[config.mk]
export PLATFORM = sky130hd
export DESIGN_NAME = tap_watchdog
export DESIGN_NICKNAME = d
export VERILOG_FILES = /design/src/rtl/wdt_pkg.sv /design/src/rtl/wdt_tick_src.sv /design/src/rtl/wdt_feed.sv /design/src/rtl/wdt_counter.sv /design/src/rtl/tap_watchdog.sv
export SDC_FILE = /design/constraint.sdc
export NUM_CORES = 1
export LEC_CHECK = 0
export CAP_MARGIN = 20
export CORE_ASPECT_RATIO = 0.8
export CORE_MARGIN = 1
export CORE_UTILIZATION = 55
export CTS_CLUSTER_SIZE = 24
export DETAILED_ROUTE_END_ITERATION = 12
export GPL_TIMING_DRIVEN = 0
export PLACE_DENSITY_LB_ADDON = 0.1
export SYNTH_ARGS = -nofsm -noshare
export SYNTH_HDL_FRONTEND = slang
export SYNTH_HIERARCHICAL = 1
export SYNTH_SLANG_ARGS = --single-unit
[constraint.sdc]
create_clock -name clk_i -period 7.08 [get_ports clk_i]
set_clock_uncertainty 0.2 [all_clocks]
set_input_delay 1.416 -clock clk_i [delete_from_list [all_inputs] [get_ports clk_i]]
set_output_delay 1.416 -clock clk_i [all_outputs]
set_load 0.02 [all_outputs]
[src/rtl/wdt_pkg.sv]
package wdt_pkg;
  localparam logic [7:0] KEY_ARM  = 8'hA5;
  localparam logic [7:0] KEY_FIRE = 8'h5A;
  typedef enum logic {SRC_OSC = 1'b0, SRC_DIV = 1'b1} tick_src_e;
endpackage

[src/rtl/wdt_tick_src.sv]
module wdt_tick_src #(
  parameter int DIV = 6
) (
  input  logic clk_i,
  input  logic rst_ni,
  input  logic osc_tick_i,
  input  logic force_osc_i,
  input  logic clk_sel_i,
  output logic tick_o
);
  import wdt_pkg::*;
  localparam int DIV_W = (DIV > 1) ? $clog2(DIV) : 1;

  logic [DIV_W-1:0] div_q;
  logic             div_tick;
  tick_src_e        src;

  assign div_tick = (div_q == DIV_W'(DIV - 1));

  always_ff @(posedge clk_i or negedge rst_ni) begin
    if (!rst_ni)       div_q <= '0;
    else if (div_tick) div_q <= '0;
    else               div_q <= div_q + 1'b1;
  end

  always_comb begin
    src = (force_osc_i || !clk_sel_i) ? SRC_OSC : SRC_DIV;
    tick_o = (src == SRC_OSC) ? osc_tick_i : div_tick;
  end

  AST_DIV_SPACING: assert property (@(posedge clk_i) disable iff (!rst_ni)
    div_tick |=> !div_tick);
endmodule

[src/rtl/wdt_feed.sv]
module wdt_feed (
  input  logic       clk_i,
  input  logic       rst_ni,
  input  logic       wr_en_i,
  input  logic [7:0] wr_data_i,
  output logic       feed_o
);
  import wdt_pkg::*;
  logic armed_q;

  assign feed_o = wr_en_i && armed_q && (wr_data_i == KEY_FIRE);

  // any write other than the arm key drops the armed state
  always_ff @(posedge clk_i or negedge rst_ni) begin
    if (!rst_ni)      armed_q <= 1'b0;
    else if (wr_en_i) armed_q <= (wr_data_i == KEY_ARM);
  end

  AST_FEED_NEEDS_ARM: assert property (@(posedge clk_i) disable iff (!rst_ni)
    feed_o |=> !armed_q);
endmodule

[src/rtl/wdt_counter.sv]
module wdt_counter #(
  parameter int CNT_W = 20,
  parameter int TAP_N = 8,
  localparam int SEL_W = $clog2(TAP_N)
) (
  input  logic             clk_i,
  input  logic             rst_ni,
  input  logic             tick_i,
  input  logic             active_i,
  input  logic             feed_i,
  input  logic             restart_i,
  input  logic [SEL_W-1:0] rate_i,
  output logic             expire_o
);
  localparam int TAP_LO = CNT_W - TAP_N;

  logic [CNT_W-1:0] cnt_q, cnt_nxt;
  logic [TAP_N-1:0] tap_cur, tap_nxt;
  logic             step;

  assign cnt_nxt = cnt_q + 1'b1;
  assign step    = active_i && tick_i;

  for (genvar g = 0; g < TAP_N; g++) begin : g_tap
    assign tap_cur[g] = cnt_q[TAP_LO+g];
    assign tap_nxt[g] = cnt_nxt[TAP_LO+g];
  end

  // timeout = selected tap going 0->1 on this increment
  assign expire_o = step && !feed_i && !tap_cur[rate_i] && tap_nxt[rate_i];

  always_ff @(posedge clk_i or negedge rst_ni) begin
    if (!rst_ni)                    cnt_q <= '0;
    else if (feed_i)                cnt_q <= '0;
    else if (expire_o && restart_i) cnt_q <= '0;
    else if (step)                  cnt_q <= cnt_nxt;
  end

  AST_FEED_CLEARS: assert property (@(posedge clk_i) disable iff (!rst_ni)
    feed_i |=> (cnt_q == '0));
  AST_HOLD_IDLE: assert property (@(posedge clk_i) disable iff (!rst_ni)
    (!active_i && !feed_i) |=> $stable(cnt_q));
  AST_RESTART_ZERO: assert property (@(posedge clk_i) disable iff (!rst_ni)
    (expire_o && restart_i) |=> (cnt_q == '0));
endmodule

[src/rtl/tap_watchdog.sv]
module tap_watchdog #(
  parameter int CNT_W = 20,
  parameter int DIV   = 6,
  localparam int TAP_N = 8,
  localparam int SEL_W = $clog2(TAP_N)
) (
  input  logic             clk_i,
  input  logic             rst_ni,
  input  logic             osc_tick_i,
  input  logic             hw_mode_i,
  input  logic             run_i,
  input  logic             clk_sel_i,
  input  logic [SEL_W-1:0] rate_i,
  input  logic             wr_en_i,
  input  logic [7:0]       wr_data_i,
  input  logic             flag_clr_i,
  output logic             ovf_o,
  output logic             wdt_rst_o,
  output logic             wdt_irq_o
);
  logic cnt_tick, feed, expire, active;

  assign active = hw_mode_i || run_i;

  wdt_tick_src #(.DIV(DIV)) u_tick (
    .clk_i, .rst_ni, .osc_tick_i,
    .force_osc_i(hw_mode_i), .clk_sel_i, .tick_o(cnt_tick)
  );

  wdt_feed u_feed (
    .clk_i, .rst_ni, .wr_en_i, .wr_data_i, .feed_o(feed)
  );

  wdt_counter #(.CNT_W(CNT_W), .TAP_N(TAP_N)) u_cnt (
    .clk_i, .rst_ni, .tick_i(cnt_tick), .active_i(active),
    .feed_i(feed), .restart_i(hw_mode_i), .rate_i, .expire_o(expire)
  );

  logic ovf_q, rst_q;
  always_ff @(posedge clk_i or negedge rst_ni) begin
    if (!rst_ni) begin
      ovf_q <= 1'b0;
      rst_q <= 1'b0;
    end else begin
      rst_q <= expire && hw_mode_i;
      if (expire)          ovf_q <= 1'b1;  // set beats clear
      else if (flag_clr_i) ovf_q <= 1'b0;
    end
  end

  assign ovf_o     = ovf_q;
  assign wdt_rst_o = rst_q;
  assign wdt_irq_o = ovf_q && !hw_mode_i;

  AST_RST_PULSE: assert property (@(posedge clk_i) disable iff (!rst_ni)
    wdt_rst_o |=> !wdt_rst_o);
  AST_RST_FLAGGED: assert property (@(posedge clk_i) disable iff (!rst_ni)
    wdt_rst_o |-> ovf_o);
  AST_FLAG_STICKY: assert property (@(posedge clk_i) disable iff (!rst_ni)
    (ovf_o && !flag_clr_i) |=> ovf_o);
  AST_FORCED_OSC: assert property (@(posedge clk_i) disable iff (!rst_ni)
    (hw_mode_i && !osc_tick_i) |-> !cnt_tick);
  AST_FEED_BEATS_TIMEOUT: assert property (@(posedge clk_i) disable iff (!rst_ni)
    (feed && !ovf_o && !flag_clr_i) |=> !ovf_o);
endmodule

==> results of run 1 <==
==> registers in the layout, summed over array words and instances (netlist names) <==
name,count
ovf_o,1
wdt_rst_o,1
u_feed/armed_q,1
u_cnt/cnt_q,20
u_tick/div_q,3
==> cells in the final DEF (no fill, tap or decap), drive strengths merged, types with 2 or more instances in the layout <==
cell type | synthesis | layout
a2111oi | 2 | 2
a211oi | 22 | 22
clkbuf | 9 | 13
nor2 | 13 | 13
buf | 2 | 3
xnor2 | 11 | 11
and3 | 3 | 3
inv | 7 | 7
nand2b | 5 | 5
nand4 | 7 | 7
xor2 | 10 | 10
nor2b | 5 | 5
clkdlybuf4s50 | 0 | 21
mux2i | 4 | 4
nand3 | 8 | 8
a21oi | 2 | 2
nand2 | 15 | 15
and4bb | 2 | 2
and4 | 2 | 2
nor4 | 6 | 6
dfrtp | 26 | 26
o21ai | 2 | 2
or2 | 4 | 4
==> synthesized netlist by cell type (all sizes together) (2+ instances only) <==
library cell  number
a2111oi            2
a211oi            22
a21oi              2
and3               3
and4               2
and4bb             2
buf                2
clkbuf             9
dfrtp             26
inv                7
mux2i              4
nand2             15
nand2b             5
nand3              8
nand4              7
nor2              13
nor2b              5
nor4               6
o21ai              2
or2                4
xnor2             11
xor2              10
==> layout make-up <==
class,instances,area (µm²),area share
plain buffers,11,56.3,0.0269
clock buffers,4,55.1,0.0263
inverters,7,26.3,0.0126
multi-input cells,144,1030,0.493
flip-flops and latches,26,651,0.311
well taps,38,47.5,0.0227
repair buffers,22,225,0.108
==> routing by layer <==
layer	GRT usage	up-vias	wire [µm]
li1	-	752	-
met1	0.338	739	1910
met2	0.448	46	1800
met3	0.0565	4	220
met4	0.0761	0	28
met5	0	-	0
==> per-stage QoR <==
step           hold slack [ns]  std cells  setup WS, ns  instance area [µm²]
2_1_floorplan            0.241        188          3.80                 1760
3_3_place_gp             0.254        247          2.73                 2020
3_5_place_dp             0.281        248          2.71                 2040
4_1_cts                  0.296        252          2.70                 2090
5_1_grt                  0.321        252          2.66                 2090
6_report                 0.293        252          2.70                 2090
==> worst max-delay path, cell delays in order <==
cell and delay (ns):
clkdlybuf4s50_1 0.50, and2b_2 0.25, clkdlybuf4s50_1 0.59
==> cells by family (layout without fill, tap and decap cells) <==
family	count (synthesis)	in the layout
AND/OR/NAND/NOR	79	79
AO/OA/AOI/OAI	38	38
flip-flops	26	26
XOR/XNOR	21	21
buffers and inverters	18	44
multiplexers	5	5
adder cells (fa/ha/maj)	1	1
==> report_power, final <==
part	leakage, nW	internal (W)	switching, W
logic	0.423	0.0000431	0.0000396
registers	0.349	0.000165	0.0000261
clock network	0.0288	0.0000498	0.0000481
total	0.801	0.000258	0.000114
==> path summary, 6_finish.rpt <==
check | startpoint | to | slack [ns] | cells past startpoint
max in group asynchronous | rst_ni | u_cnt/cnt_q[11] | 4.89 | 2
min | u_tick/div_q[0] | u_tick/div_q[0] | 0.29 | 1
min in group asynchronous | rst_ni | u_tick/div_q[2] | 1.29 | 1
min reg2reg | u_tick/div_q[0] | u_tick/div_q[0] | 0.29 | 1
max | hw_mode_i | wdt_irq_o | 2.70 | 3
max reg2reg | u_cnt/cnt_q[6] | wdt_rst_o | 4.44 | 8
==> results.sh, run 1 <==
export IMPL_status="finished, final reports clean"
export IMPL_ys_flop_type="dfrtp_1"
export IMPL_die_width_um=65.3
export IMPL_yosysSeqAreaShare=0.369
export IMPL_gp_congestion=0.941
export IMPL_portBuffers=21
export IMPL_maxSlewViolCount=0
export IMPL_antenna_found_initial=0
export IMPL_yosys_area_top_type="dfrtp_1"
export IMPL_grt_pass1_wl_mm=6.75
export IMPL_initial_core_util=0.609
export IMPL_leakagePower_nw=0.801
export IMPL_die_h_um=52.6
export IMPL_period_minus_slack_ns=4.38
export IMPL_tightest_slew_ns=0.583
export IMPL_post_cts_buffers=0
export IMPL_cts_buffers=3
export IMPL_first_iter_violations=104
export IMPL_powerDensity_nw_per_um2=178
export IMPL_cp_required_ns=5.46
export IMPL_synth_seq_cells=26
export IMPL_drcViolationCount=0
export IMPL_clk_path_buf_depth=2
export IMPL_cts_root_buffer="clkbuf_8"
export IMPL_synthMuxAreaShare=0.0312
export IMPL_startpoint_type="input pin"
export IMPL_irDropWorstVdd_uv=157
export IMPL_h_tree_depth=1
export IMPL_final_setup_viol_count=0
export IMPL_synthArstFlopShare=1.00
export IMPL_cp_end_kind="output pin"
export IMPL_grt_max_degree=17
export IMPL_syn_nets=208
export IMPL_synth_compound_area_frac=0.168
export IMPL_min_period_over_period=0.618
export IMPL_n_antenna_cell=0
export IMPL_via_per_inst=6.12
export IMPL_grt_ovfl_total=0
export IMPL_dr_pass1_iters=4
export IMPL_syn_cell_area_um2=1760
export IMPL_post_route_util=0.723
export IMPL_cp_arrival_ns=2.76
export IMPL_synthCells=188
export IMPL_synth_edf_count=0
export IMPL_synth_xor_area_frac=0.104
export IMPL_hold_class="reg -> reg"
export IMPL_dr_total_vias=1541
export IMPL_cts_hold_buf=0
export IMPL_post_cts_resized=0
export IMPL_clk_pin_slew_ns=0.09
export IMPL_die_area_um2=3440
export IMPL_first_global_vias=1490
export IMPL_hpwlAfterDp_mm=3.00
export IMPL_drive_gt1_frac=0.0935
export IMPL_synthToLayoutAreaGrowth_pct=18.6
export IMPL_p_total_w=0.000372
export IMPL_wirelength_mm=3.95
export IMPL_pin_count=22
export IMPL_yosys_top_cells_area="dfrtp_1 37%, a211oi_1 8.9%, xnor2_1 5.5%"
export IMPL_cts_sinks=26
export IMPL_rsz0062_at_grt="false"
export IMPL_max_freq_ghz=0.229
export IMPL_setup_tns_ns=0
export IMPL_track_usage=0.264
export IMPL_drv_cap=0
export IMPL_synthAdderAreaFrac=0.00710
export IMPL_fin_nets=235
export IMPL_avgSynthCellArea_um2=9.38
export IMPL_synth_top_area_share=0.369
export IMPL_fp_row_count=17
export IMPL_clkLatencyLatePin_ns=0.28
export IMPL_cts_tree="built"
export IMPL_hold_violations=0
export IMPL_synth_warnings=6
export IMPL_core_area_um2=2890
export IMPL_synth_distinct_cells=49
export IMPL_path_class="in -> out"
export IMPL_crit_fanout=6
export IMPL_fillers=228
export IMPL_relSlewSlack=0.607
export IMPL_synth_top_family_by_area="simple AND/OR/NAND/NOR gates"
export IMPL_post_drt_wl_per_cell_um=15.7
export IMPL_postRouteAntennaNets=0
export IMPL_yosys_area_share_simple=0.273
Note: power is estimated with default switching activity, not from simulation.
==> run 2, diff against run 1 <==
--- a/config.mk
+++ b/config.mk
@@ -8,7 +8,7 @@
 export CAP_MARGIN = 20
 export CORE_ASPECT_RATIO = 0.8
 export CORE_MARGIN = 1
-export CORE_UTILIZATION = 55
+export CORE_UTILIZATION = 50
 export CTS_CLUSTER_SIZE = 24
 export DETAILED_ROUTE_END_ITERATION = 12
 export GPL_TIMING_DRIVEN = 0
==> constraint.sdc (replaced) <==
create_clock -name clk_i -period 3.8 [get_ports clk_i]
set_clock_uncertainty 0.2 [all_clocks]
set_input_delay 0.76 -clock clk_i [delete_from_list [all_inputs] [get_ports clk_i]]
set_output_delay 0.76 -clock clk_i [all_outputs]
set_load 0.02 [all_outputs]
==> results.sh, run 2 (same netlist as run 1, synthesis figures left out) <==
export IMPL_via_per_inst=5.96
export IMPL_largest_register_ffs=20
export IMPL_core_area_um2=3220
export IMPL_final_setup_viol_count=0
export IMPL_finalWorstSetupSlack_ns=0.677
export IMPL_leakagePower_nw=0.813
export IMPL_cts_root_buffer="clkbuf_8"
export IMPL_die_h_um=55.1
export IMPL_cts_sinks=26
export IMPL_cp_required_ns=3.82
export IMPL_post_route_util=0.659
export IMPL_whs_path_depth=1
export IMPL_power_share_clock=0.307
export IMPL_regMostFlops="u_cnt/cnt_q"
export IMPL_min_period_over_period=0.822
export IMPL_grt_ovfl_total=0
export IMPL_cts_hold_buf=0
export IMPL_first_iter_violations=76
export IMPL_wirelength_mm=4.10
export IMPL_postRouteAntennaNets=0
export IMPL_final_cell_mix="26 x dfrtp_1, 21 x clkdlybuf4s50_1, 21 x a211oi_1, 15 x nand2_1, 13 x nor2_1"
export IMPL_cpMaxStageDelayCell="clkdlybuf4s50_1"
export IMPL_reg_top3="u_cnt/cnt_q: 20 flops, u_tick/div_q: 3 flops"
export IMPL_period_minus_slack_ns=3.12
export IMPL_rr_worst_depth=8
export IMPL_r2r_slack_ns=1.16
export IMPL_cpPeakStageDelay_ns=0.51
export IMPL_grt_pass1_wl_mm=6.76
export IMPL_startpoint_type="input pin"
export IMPL_irDropWorstVdd_uv=248
export IMPL_post_cts_buffers=0
export IMPL_post_cts_resized=0
export IMPL_setup_tns_ns=0
export IMPL_p_comb_frac=0.211
export IMPL_grt_max_degree=22
export IMPL_min_to="u_tick/div_q[0]"
export IMPL_holdCritStartpoint="u_tick/div_q[0]"
export IMPL_hpwlAfterDp_mm=3.14
export IMPL_track_usage=0.251
export IMPL_clkLatencyLatePin_ns=0.27
export IMPL_r2r_end="wdt_rst_o"
export IMPL_p_total_w=0.000739
export IMPL_h_tree_depth=1
export IMPL_dp_slack_ns=0.399
export IMPL_cts_buffers=3
export IMPL_fillers=264
export IMPL_powerDensity_nw_per_um2=348
export IMPL_cts_tree="built"
export IMPL_dr_total_vias=1515
export IMPL_relSlewSlack=0.648
export IMPL_cp_end_kind="flop"
export IMPL_power_net_switching_w=0.000208
export IMPL_drive_gt1_frac=0.0935
export IMPL_die_width_um=68.4
export IMPL_rr_startpoint="u_cnt/cnt_q[6]"
export IMPL_gp_congestion=0.902
export IMPL_max_freq_ghz=0.320
export IMPL_die_area_um2=3770
export IMPL_first_global_vias=1449
export IMPL_n_antenna_cell=0
export IMPL_crit_fanout=10
export IMPL_initial_core_util=0.547
export IMPL_hold_violations=0
export IMPL_sequentialPowerShare=0.482
export IMPL_drcViolationCount=0
export IMPL_p_int_w=0.000531
export IMPL_synthToLayoutAreaGrowth_pct=20.4
export IMPL_portBuffers=21
export IMPL_cp_arrival_ns=3.14
export IMPL_pin_count=22
export IMPL_post_drt_wl_per_cell_um=16.1
export IMPL_path_cells="clkdlybuf4s50_1 > clkbuf_1 > inv_1 > nand2_1 > a32oi_1 > a2111oi_0 > o2111a_2 > nor2b_1 > and2_2"
export IMPL_dr_pass1_iters=4
export IMPL_path_class="in -> reg"
export IMPL_maxSlewViolCount=0
export IMPL_fp_row_count=18
export IMPL_antenna_found_initial=0
export IMPL_power_share_switching=0.282
export IMPL_tightest_slew_ns=0.524
export IMPL_clk_path_buf_depth=2
export IMPL_fin_nets=235
export IMPL_clk_pin_slew_ns=0.08
export IMPL_rsz0062_at_grt="false"
export IMPL_drv_cap=0
export IMPL_mostFrequentLayoutCell="dfrtp_1"
export IMPL_status="finished, final reports clean"
export IMPL_hold_class="reg -> reg"
[run 2: cell types whose count changed in the layout (fill, tap and decap cells not counted), sizes merged]
cell    previous run  this run
clkbuf            13        12
bufinv             0         1
[run 2: worst max path at each step]
| stage | from | end | slack (ns) |
|---|---|---|---|
| floorplan | rate_i[1] | wdt_rst_o | 1.26 |
| global placement | rate_i[1] | wdt_rst_o | 0.48 |
| detailed placement | rate_i[1] | wdt_rst_o | 0.40 |
| CTS | rate_i[1] | wdt_rst_o | 0.70 |
| global route | rate_i[1] | wdt_rst_o | 0.52 |
| finish | rate_i[1] | wdt_rst_o | 0.68 |
[run 2: stage by stage]
stage / hold WS, ns / area [µm²] / instances
after floorplan: 0.241 / 1760 / 188
after global placement: 0.254 / 2020 / 249
after detailed placement: 0.277 / 2050 / 250
after CTS: 0.288 / 2120 / 254
after global routing: 0.329 / 2120 / 254
final: 0.283 / 2120 / 254
[run 2: cell type report]
cell class | count | area (µm²) | share of cell area
Clock buffer | 3 | 41.3 | 0.0195
Sequential cell | 26 | 651 | 0.307
Timing Repair Buffer | 22 | 238 | 0.112
Tap cell | 40 | 50.0 | 0.0236
Buffer | 11 | 56.3 | 0.0265
Multi-Input combinational cell | 144 | 1030 | 0.485
Inverter | 7 | 26.3 | 0.0124
Clock inverter | 1 | 30.0 | 0.0142
[run 2: layer usage]
layer / wire (µm) / track usage / share of wire / vias up
li1: - / - / - / 743
met2: 1930 / 0.433 / 0.47 / 46
met1: 1960 / 0.335 / 0.48 / 721
met4: 24 / 0.0417 / 0.0059 / 0
met5: 0 / 0 / 0 / -
met3: 175 / 0.0430 / 0.043 / 5
[run 2: power by group through the flow]
stage / Clock (W) / Sequential [W] / Combinational (W)
after floorplan: 0 / 0.000351 / 0.0000977
after global placement: 0 / 0.000357 / 0.000144
after detailed placement: 0 / 0.000359 / 0.000155
after CTS: 0.000236 / 0.000355 / 0.000156
after global routing: 0.000245 / 0.000361 / 0.000171
final: 0.000227 / 0.000356 / 0.000156
[run 2: critical path: cells and delay by family]
family,cells,cell delay (ns)
simple gates,3,0.49
buf+inv,3,1.05
compound gates,3,0.84
==> run 3, diff against run 2 <==
==> constraint.sdc (replaced) <==
create_clock -name clk_i -period 2.7 [get_ports clk_i]
set_clock_uncertainty 0.2 [all_clocks]
set_input_delay 0.54 -clock clk_i [delete_from_list [all_inputs] [get_ports clk_i]]
set_output_delay 0.54 -clock clk_i [all_outputs]
set_load 0.02 [all_outputs]
==> results.sh, run 3 (same netlist as run 1, synthesis figures left out) <==
export IMPL_tightest_slew_ns=0.489
export IMPL_clk_pin_slew_ns=0.08
export IMPL_maxSlewViolCount=0
export IMPL_grt_ovfl_total=0
export IMPL_final_area_um2=2160
export IMPL_cp_arrival_ns=2.61
export IMPL_path_cells="clkdlybuf4s50_1 > clkbuf_4 > mux2i_1 > a31oi_1 > a2111oi_2 > o2111a_2 > nor2b_2 > and2_2"
export IMPL_cts_tree="built"
export IMPL_gp_congestion=0.902
export IMPL_postRouteAntennaNets=0
export IMPL_drcViolationCount=0
export IMPL_drv_cap=0
export IMPL_n_antenna_cell=0
export IMPL_hpwlAfterDp_mm=3.14
export IMPL_p_comb_frac=0.215
export IMPL_pin_count=22
export IMPL_cts_buffers=3
export IMPL_power_share_switching=0.283
export IMPL_final_setup_viol_count=0
export IMPL_sequentialPowerShare=0.480
export IMPL_post_drt_wl_per_cell_um=16.5
export IMPL_grt_pass1_wl_mm=6.82
export IMPL_cp_end_kind="flop"
export IMPL_period_minus_slack_ns=2.60
export IMPL_dr_total_vias=1529
export IMPL_die_area_um2=3770
export IMPL_hold_violations=0
export IMPL_multiInputGateArea_um2=1070
export IMPL_min_period_over_period=0.962
export IMPL_clk_path_buf_depth=2
export IMPL_track_usage=0.253
export IMPL_status="finished, final reports clean"
export IMPL_clkLatencyLatePin_ns=0.27
export IMPL_fp_row_count=18
export IMPL_fillers=256
export IMPL_power_net_switching_w=0.000296
export IMPL_cts_sinks=26
export IMPL_drive_gt1_frac=0.141
export IMPL_fin_nets=234
export IMPL_post_route_util=0.672
export IMPL_path_class="in -> reg"
export IMPL_powerDensity_nw_per_um2=483
export IMPL_cts_hold_buf=0
export IMPL_first_iter_violations=69
export IMPL_wirelength_mm=4.18
export IMPL_irDropWorstVdd_uv=349
export IMPL_cpPeakStageDelay_ns=0.51
export IMPL_portBuffers=21
export IMPL_hold_class="reg -> reg"
export IMPL_mostFrequentLayoutCell="dfrtp_1"
export IMPL_leakagePower_nw=0.827
export IMPL_first_global_vias=1465
export IMPL_power_share_clock=0.305
export IMPL_startpoint_type="input pin"
export IMPL_place_inst=250
export IMPL_max_freq_ghz=0.385
export IMPL_cp_required_ns=2.72
export IMPL_core_area_um2=3220
export IMPL_final_cell_mix="25 x dfrtp_1, 20 x clkdlybuf4s50_1, 20 x a211oi_1, 14 x nand2_1, 12 x nor2_1"
export IMPL_crit_fanout=10
export IMPL_cpMaxStageDelayCell="clkdlybuf4s50_1"
export IMPL_layoutNonFillerInstCount=253
export IMPL_grt_max_degree=22
export IMPL_dpl_cell_area_um2=2050
export IMPL_h_tree_depth=1
export IMPL_antenna_found_initial=0
export IMPL_reg_top3="u_cnt/cnt_q: 20 flops, u_tick/div_q: 3 flops"
export IMPL_initial_core_util=0.547
export IMPL_regMostFlops="u_cnt/cnt_q"
export IMPL_dr_pass1_iters=4
export IMPL_synthToLayoutAreaGrowth_pct=22.7
export IMPL_die_width_um=68.4
export IMPL_cts_root_buffer="clkbuf_8"
export IMPL_via_per_inst=6.04
export IMPL_die_h_um=55.1
export IMPL_rsz0062_at_grt="false"
export IMPL_post_cts_buffers=0
export IMPL_largest_register_ffs=20
export IMPL_setup_tns_ns=0
export IMPL_relSlewSlack=0.671
export IMPL_p_int_w=0.000750
export IMPL_ff_latch_area_um2=652
run 3: cell types whose count changed in the layout (fill, tap and decap cells not counted), sizes merged:
cell,delta
clkdlybuf4s50,-1
dlymetal6s2s,+1
clkbuf,-1
run 3: path summary, 6_finish.rpt:
kind                                       from         endpoint  slack (ns)  cells past startpoint
worst min register to register  u_tick/div_q[0]  u_tick/div_q[0]        0.28                      1
worst max-delay path                  rate_i[1]        wdt_rst_o        0.10                      8
worst min-delay path            u_tick/div_q[0]  u_tick/div_q[0]        0.28                      1
max in group asynchronous                rst_ni  u_cnt/cnt_q[14]        1.52                      2
min in group asynchronous                rst_ni  u_tick/div_q[2]        0.35                      1
worst max register to register   u_cnt/cnt_q[2]        wdt_rst_o        0.17                      7
run 3: stage by stage:
stage | hold WS (ns) | worst slack [ns] | power, W
after global routing | 0.329 | 0.00119 | 0.00110
after CTS | 0.288 | 0.0109 | 0.00105
after floorplan | 0.0444 | 0.380 | 0.000631
after detailed placement | 0.277 | -0.481 | 0.000723
after global placement | 0.254 | -0.399 | 0.000705
final | 0.281 | 0.104 | 0.00105
run 3: timing repair:
item                       in CTS  in global routing
gates resized for setup         5                 11
setup endpoints to repair      22                 22
pin swaps                       0                  3
run 3: cell type report:
| cell class | instances | area share |
|---|---|---|
| multi-input cells | 144 | 0.493 |
| plain buffers | 10 | 0.0260 |
| inverters | 7 | 0.0121 |
| well taps | 40 | 0.0231 |
| flip-flops and latches | 26 | 0.301 |
| repair buffers | 22 | 0.111 |
| clock buffers | 3 | 0.0191 |
| clock inverters | 1 | 0.0139 |
run 3: worst max-delay path, delay by kind of cell:
kind,cells,cell delay [ns]
mux,1,0.25
simple gates,2,0.34
compound gates,3,0.76
buf+inv,2,0.73
run 3: metal layers:
layer | wire length, µm | GRT usage
met5 | 0 | 0
met4 | 24 | 0.0417
met3 | 137 | 0.0430
met2 | 2010 | 0.441
met1 | 2010 | 0.335
run 3: power groups by stage:
| stage | registers [W] | logic (W) | clock network [W] |
|---|---|---|---|
| after floorplan | 0.000494 | 0.000137 | 0 |
| after global placement | 0.000502 | 0.000203 | 0 |
| after detailed placement | 0.000506 | 0.000218 | 0 |
| after CTS | 0.000500 | 0.000221 | 0.000332 |
| after global routing | 0.000510 | 0.000245 | 0.000344 |
| final | 0.000502 | 0.000225 | 0.000319 |
